## src/rtl/opfwd_pkg.sv

```systemverilog
package opfwd_pkg;
    localparam int REG_AW = 5;
    localparam int DATA_W = 32;
    localparam int N_OPND = 2;

    typedef enum logic [1:0] {
        OPSRC_RF  = 2'b00,
        OPSRC_WB  = 2'b01,
        OPSRC_MEM = 2'b10
    } opsrc_e;
endpackage

```

## src/rtl/opfwd_cmp.sv

```systemverilog
module opfwd_cmp #(
    parameter int AW = 5
) (
    input  logic [AW-1:0] src,
    input  logic [AW-1:0] dst,
    input  logic          wen,
    output logic          hit
);
    logic [AW-1:0] same_bit;
    logic          dst_live;

    for (genvar i = 0; i < AW; i++) begin : g_bit
        assign same_bit[i] = ~(src[i] ^ dst[i]);
    end

    // register 0 is hard-wired, so it never produces a value
    assign dst_live = |dst;
    assign hit      = wen & dst_live & (&same_bit);
endmodule

```

## src/rtl/opfwd_pick.sv

```systemverilog
module opfwd_pick
    import opfwd_pkg::*;
(
    input  logic   hit_near,
    input  logic   hit_far,
    output opsrc_e sel
);
    always_comb begin
        if (hit_near) begin
            sel = OPSRC_MEM;
        end else if (hit_far) begin
            sel = OPSRC_WB;
        end else begin
            sel = OPSRC_RF;
        end
    end
endmodule

```

## src/rtl/opfwd_unit.sv

```systemverilog
module opfwd_unit
    import opfwd_pkg::*;
#(
    parameter int AW = REG_AW,
    parameter int DW = DATA_W
) (
    input  logic          clk,
    input  logic          rst_n,
    input  logic [AW-1:0] ex_rs,
    input  logic [AW-1:0] ex_rt,
    input  logic [AW-1:0] exm_rd,
    input  logic          exm_wen,
    input  logic [AW-1:0] wb_rd,
    input  logic          wb_wen,
    input  logic          mem_st_en,
    input  logic [AW-1:0] mem_st_rt,
    input  logic [DW-1:0] rf_a,
    input  logic [DW-1:0] rf_b,
    input  logic [DW-1:0] exm_alu_res,
    input  logic [DW-1:0] wb_value,
    input  logic [DW-1:0] mem_st_data,
    output logic [1:0]    sel_a,
    output logic [1:0]    sel_b,
    output logic          st_sel,
    output logic [DW-1:0] alu_a_q,
    output logic [DW-1:0] alu_b_q,
    output logic [DW-1:0] st_wdata_q
);
    typedef struct packed {
        logic [DW-1:0] opa;
        logic [DW-1:0] opb;
        logic [DW-1:0] stw;
    } out_regs_t;

    logic [AW-1:0] src_reg [N_OPND];
    logic [DW-1:0] rf_val  [N_OPND];
    logic [DW-1:0] opnd    [N_OPND];
    opsrc_e        pick    [N_OPND];
    logic          st_hit;

    assign src_reg[0] = ex_rs;
    assign src_reg[1] = ex_rt;
    assign rf_val[0]  = rf_a;
    assign rf_val[1]  = rf_b;

    for (genvar g = 0; g < N_OPND; g++) begin : g_opnd
        logic hit_near;
        logic hit_far;

        opfwd_cmp #(.AW(AW)) u_near (
            .src (src_reg[g]),
            .dst (exm_rd),
            .wen (exm_wen),
            .hit (hit_near)
        );

        opfwd_cmp #(.AW(AW)) u_far (
            .src (src_reg[g]),
            .dst (wb_rd),
            .wen (wb_wen),
            .hit (hit_far)
        );

        opfwd_pick u_pick (
            .hit_near (hit_near),
            .hit_far  (hit_far),
            .sel      (pick[g])
        );

        always_comb begin
            unique case (pick[g])
                OPSRC_MEM: opnd[g] = exm_alu_res;
                OPSRC_WB:  opnd[g] = wb_value;
                default:   opnd[g] = rf_val[g];
            endcase
        end
    end

    // store data copy from the writeback stage into the memory write port
    opfwd_cmp #(.AW(AW)) u_store (
        .src (mem_st_rt),
        .dst (wb_rd),
        .wen (wb_wen & mem_st_en),
        .hit (st_hit)
    );

    assign sel_a  = pick[0];
    assign sel_b  = pick[1];
    assign st_sel = st_hit;

    out_regs_t regs_d;
    out_regs_t regs_q;

    always_comb begin
        regs_d     = regs_q;
        regs_d.opa = opnd[0];
        regs_d.opb = opnd[1];
        regs_d.stw = st_hit ? wb_value : mem_st_data;
    end

    always_ff @(posedge clk or negedge rst_n) begin
        if (!rst_n) begin
            regs_q <= '0;
        end else begin
            regs_q <= regs_d;
        end
    end

    assign alu_a_q    = regs_q.opa;
    assign alu_b_q    = regs_q.opb;
    assign st_wdata_q = regs_q.stw;
endmodule

```

## config.mk

```make
export PLATFORM = sky130hd
export DESIGN_NAME = opfwd_unit
export DESIGN_NICKNAME = d
export VERILOG_FILES = /design/src/rtl/opfwd_pkg.sv /design/src/rtl/opfwd_cmp.sv /design/src/rtl/opfwd_pick.sv /design/src/rtl/opfwd_unit.sv
export SDC_FILE = /design/constraint.sdc
export NUM_CORES = 1
export LEC_CHECK = 0
export ABC_AREA = 1
export CAP_MARGIN = 20
export CORE_AREA = 2 2 112 114
export DETAILED_ROUTE_END_ITERATION = 12
export DIE_AREA = 0 0 114 116
export PLACE_DENSITY = 0.93
export SYNTH_ARGS = -nofsm -noshare
export SYNTH_HDL_FRONTEND = slang
export SYNTH_SLANG_ARGS = --single-unit
export TNS_END_PERCENT = 5
```

## constraint.sdc

```tcl
create_clock -name clk -period 2.4 [get_ports clk]
set_input_delay 0.24 -clock clk [delete_from_list [all_inputs] [get_ports clk]]
set_output_delay 0.24 -clock clk [all_outputs]
set_load 0.02 [all_outputs]
```

=== Word level (Yosys, flattened, before mapping) ===
Index checks and enable logic that the tools add are counted.
Widths: inputs -> output; s select.

* Bits in registers: 96
* Word-level logic and storage cells: 80
* Input bits: 190
* Output and inout port bits: 101

* Muxes and demuxes: 7
* Eq/ne operators: 4
* Bitwise gates (word level): 59
* Reduce and logical (&&, ||, !) cells: 7

{| class="wikitable"
|+ Operators by type and width
! operator !! count
|-
| $pmux 32 s2 || 2
|-
| $mux 32 || 1
|-
| $not 1->1 || 25
|-
| $reduce_and 5->1 || 5
|-
| $xor 1x1->1 || 25
|-
| $reduce_or 5->1 || 2
|-
| $and 1x1->1 || 9
|-
| $eq 2x1->1 const B || 2
|-
| $eq 2x2->1 const B || 2
|-
| $mux 2 || 2
|-
| $mux 1 || 2
|}

=== Logic depth before layout (Yosys ltp) ===
* Depth in word-level cells: 8
* Gate-level depth with buffers: 10
* Mapped depth without buffers: 9

=== Hierarchy ===
A second synthesis with hierarchy kept.

* Cell total of the unflattened synthesis: 772
* Area, all modules: 5216.3 sq um

{| class="wikitable"
|+ By module, submodules not included
! module !! instances !! area each (sq um) !! cells each !! seq. area each (sq um)
|-
| opfwd_unit || 1 || 4599.4 || 621 || 2402.3
|-
| opfwd_cmp || 5 || 116.4 || 29 || 0.0
|-
| opfwd_pick || 2 || 17.5 || 3 || 0.0
|}

=== Worst setup path after synthesis ===
Ideal clock, no wire load.

* Path kind: in2out
* Start point: input port wb_rd[0]
* End point: output port sel_a[0]
* Required time: 2.160 ns
* Stages: 8
* Buffers on the path: 2
* Setup slack: 0.830 ns
* Arrival time: 1.330 ns
* Cell sequence: buf_2 > nor2_1 > nand3_1 > nand2_2 > inv_2 > nand4_2 > buf_2 > nor2_1

* Cells in the longest elaborated chain, start to end: 6
* Elaborated cells between the ends (all ways): 8
* Those cells by class: 2 x mux; 4 x bitwise; 2 x reduce/logical

{| class="wikitable"
|+ RTL lines
! item !! RTL line !! source
|-
| from (decl) || opfwd_unit.sv:13 || <nowiki>input logic [AW-1:0] wb_rd,</nowiki>
|-
| $xor 1x1->1 || opfwd_cmp.sv:13 || <nowiki>assign same_bit[i] = ~(src[i] ^ dst[i]);</nowiki>
|-
| $not 1->1 || opfwd_cmp.sv:13 ||
|-
| $reduce_and 5->1 || opfwd_cmp.sv:18 || <nowiki>assign hit = wen & dst_live & (&same_bit);</nowiki>
|-
| $and 1x1->1 * || opfwd_cmp.sv:18 ||
|-
| $mux 1 * || opfwd_pick.sv:11 || <nowiki>end else if (hit_far) begin</nowiki>
|-
| $mux 2 * || opfwd_pick.sv:9 || <nowiki>if (hit_near) begin</nowiki>
|-
| to (decl) || opfwd_unit.sv:22 || <nowiki>output logic [1:0] sel_a,</nowiki>
|}

Mark *: on every way between the ends. The rest lies on a longest branch, timed or not.

=== Worst setup path after layout ===
* Start point: input port ex_rt[1]
* End point: output port sel_b[1]

* Cells in the longest elaborated chain, start to end: 5

{| class="wikitable"
|+ RTL lines
! item !! RTL line !! source
|-
| from (decl) || opfwd_unit.sv:10 || <nowiki>input logic [AW-1:0] ex_rt,</nowiki>
|-
| $xor 1x1->1 || opfwd_cmp.sv:13 ||
|-
| $not 1->1 || opfwd_cmp.sv:13 ||
|-
| $reduce_and 5->1 || opfwd_cmp.sv:18 ||
|-
| $and 1x1->1 || opfwd_cmp.sv:18 ||
|-
| $mux 2 || opfwd_pick.sv:9 ||
|-
| to (decl) || opfwd_unit.sv:23 || <nowiki>output logic [1:0] sel_b,</nowiki>
|}

No other way between the ends.

==> summary.txt <==
Global route
  – Largest net degree at the start of global routing: 65
  – First-pass GRT wire length: 30.1 mm
  – Vias in the first global route: 5,609
  – Gr ovfl total: 0
  – Initial antenna violation count: 0
  – GRT Total Usage: 29.7%

Floorplanning
  – Full die area: 13,200 sq um
  – Core Region: 11,900 sq um
  – Initial Utilization: 40.3%
  – Row Count: 40
  – Die Ht: 116 microns
  – Die width: 114 microns
  – # IOs: 291

Power and ir drop
  – Switching part of the total: 27.2%
  – Worst vdd ir: 263 uV
  – Power density of the placed cells: 527 nW/um^2
  – Net Switching: 1.17 mW
  – Total power: 4.29 mW
  – Sequential share of power: 41.0%
  – Leak: 3.61 nW
  – Logic gate share of total power: 25.2%
  – Clock power frac: 33.8%
  – Int Pwr: 3.12 mW

Drt
  – DRT Pass-1 Iters: 8
  – Vias per cell: 5.61
  – Total wire length: 20.1 mm
  – Via count: 5,730
  – Post-route ant nets: 0
  – DRC viols: 0
  – Initial DRC Count: 753
  – WL/cell: 19.7 microns

STA
  – FMAX: 438 MHz
  – Setup TNS: 0 ns
  – Tmin final: 2.28 ns
  – Hold_ws: 0.433 ns
  – Actual slew at the worst max-slew pin: 0.725 ns
  – RSZ-0062 raised after global routing: false
  – Fin crit share: 95.1%
  – Max-slew violations: 0
  – Final setup violation count: 0
  – Hold violation count in the final report: 0
  – Slew margin rel.: 51.6%

Synthesis
  – Sequential area share after synthesis: 50.1%
  – Count of warnings emitted by yosys: 0
  – Post-Syn Instances: 598
  – Post-synth cell types: 20
  – Synthesized flop and latch total: 96
  – Area leader, netlist: dfrtp_1
  – Synthesized cell area: 4800 sq um
  – Syn_nets: 788
  – Top cells by area, synth: dfrtp_1 (50%), nand3_1 (21%), nand2_1 (13%)
  – Top-area cell type share of the netlist area: 50.1%
  – Syn Area/Cell: 8.03 sq um

Final layout
  – Final Util: 68.4%
  – Final instance area: 8150 sq um
  – Diodes inserted: 0
  – Layout cell share with drive strength beyond 1: 5.72%
  – Area Growth Syn to Fin: 69.8%
  – Layout net count: 1,060

Placement
  – DP Wirelength: 14.5 mm
  – Number of port buffers: 290
  – Placer Congestion: 0.952
  – Dpl cell area: 7840 sq um

Worst setup path
  – WP data required: 2.16 ns
  – Worst Setup Start Kind: primary input
  – CP max FO: 4
  – Worst setup EP type: primary output
  – WP data arrival: 2.04 ns
  – CP Class: in2out

Clock network
  – CTS tree: built
  – Reg clk slew, reported paths: 0.07 ns
  – Clk buf depth: 2
  – CTS Buf Count: 9
  – Setup bufs post-CTS: 0
  – H-tree Lvls: 3
  – CTS root buffer: clkbuf_16
  – CTS sink cnt: 96

Outcome
  – Status: finished clean

Worst hold path
  – Hold Path Origin: mem_st_data[27]
  – Hold Path Depth: 3
  – Hold endpoint: st_wdata_q[27]
  – Hold Path Class: in2reg

Flow run
  – Maxcap violations: 0
[cell usage in the layout, fill, tap and decap left out, types with 2 or more instances in the layout]
master,instances
clkinv_1,2
nand3_2,4
nor2_2,3
xor2_1,9
dfrtp_1,96
xnor2_1,7
buf_4,15
buf_12,4
nand4_1,32
inv_2,5
nand2_1,166
clkbuf_16,9
nor2_1,14
clkdlybuf4s50_1,287
inv_1,12
clkinv_2,2
nand3_1,196
[layer usage]
layer / track usage (%) / vias up / routed length, microns
li1: - / 2552 / -
met1: 34.7 / 2689 / 7210
met2: 51.3 / 413 / 10000
met3: 6.96 / 76 / 2000
met4: 15.4 / 0 / 874
met5: 0 / - / 0
[worst max-delay path by stage]
stage	slack, ns	from	cells past startpoint	to
6_report	0.12	ex_rt[1]	9	sel_b[1]
5_1_grt	0.02	ex_rt[1]	9	sel_b[1]
4_1_cts	0.04	wb_rd[3]	8	sel_a[0]
3_5_place_dp	0.04	wb_rd[3]	8	sel_a[0]
3_3_place_gp	0.05	wb_rd[0]	8	sel_a[0]
2_1_floorplan	0.83	wb_rd[0]	8	sel_a[0]
[worst max-delay path: stages]
cell	delay, ns
clkdlybuf4s50_1	0.50
inv_1	0.14
nand2_1	0.06
nand2_1	0.05
nand2_1	0.05
nor2_1	0.11
nand3_2	0.13
clkinv_1	0.13
clkdlybuf4s50_1	0.61
[Yosys cell counts, drive strengths merged]
library cell,instances
buf,40
clkbuf,7
clkinv,2
dfrtp,96
inv,17
nand2,167
nand3,200
nand4,33
nor2,18
nor2b,1
nor3,1
xnor2,7
xor2,9
[area by class of cell]
cell class | count | area, sq um
fillers | 940 | 3760
repair buffers | 308 | 3090
flip-flops and latches | 96 | 2400
multi-input cells | 436 | 2110
clock buffers | 10 | 239
well taps | 147 | 184
inverters | 19 | 71.3
clock inverters | 5 | 56.3
[sequential cells by signal (all words and copies together) (netlist names)]
name        count
alu_a_q        32
alu_b_q        32
st_wdata_q     32
[power groups by stage]
stage          Clock (mW)  Combinational [mW]  Sequential [mW]
5_1_grt              1.54                1.14             1.77
6_report             1.45                1.08             1.76
4_1_cts              1.46                1.08             1.76
2_1_floorplan           0               0.223             1.94
3_3_place_gp            0                1.06             1.78
3_5_place_dp            0                1.07             1.79
[repair_timing]
action / CTS / global route
endpoints found under the setup margin: 0 / 1
hold buffers: 1 / 0
endpoints found under the hold margin: 40 / 0
gates resized for setup: 0 / 1
[cell families (layout without fill, tap and decap cells)]
logic type | Yosys count | in the layout | share of synthesized area, %
buffers and inverters | 66 | 342 | 6.39
flip-flops | 96 | 96 | 50.1
AND/OR/NAND/NOR | 420 | 420 | 40.6
XOR/XNOR | 16 | 16 | 2.92
[through the flow]
step / instances / setup slack, ns
finish: 1021 / 0.118
global route: 1021 / 0.0192
CTS: 1021 / 0.0372
detailed placement: 1005 / 0.0396
global placement: 1005 / 0.0489
floorplan: 598 / 0.830
Note: power is estimated with default switching activity, not from simulation.
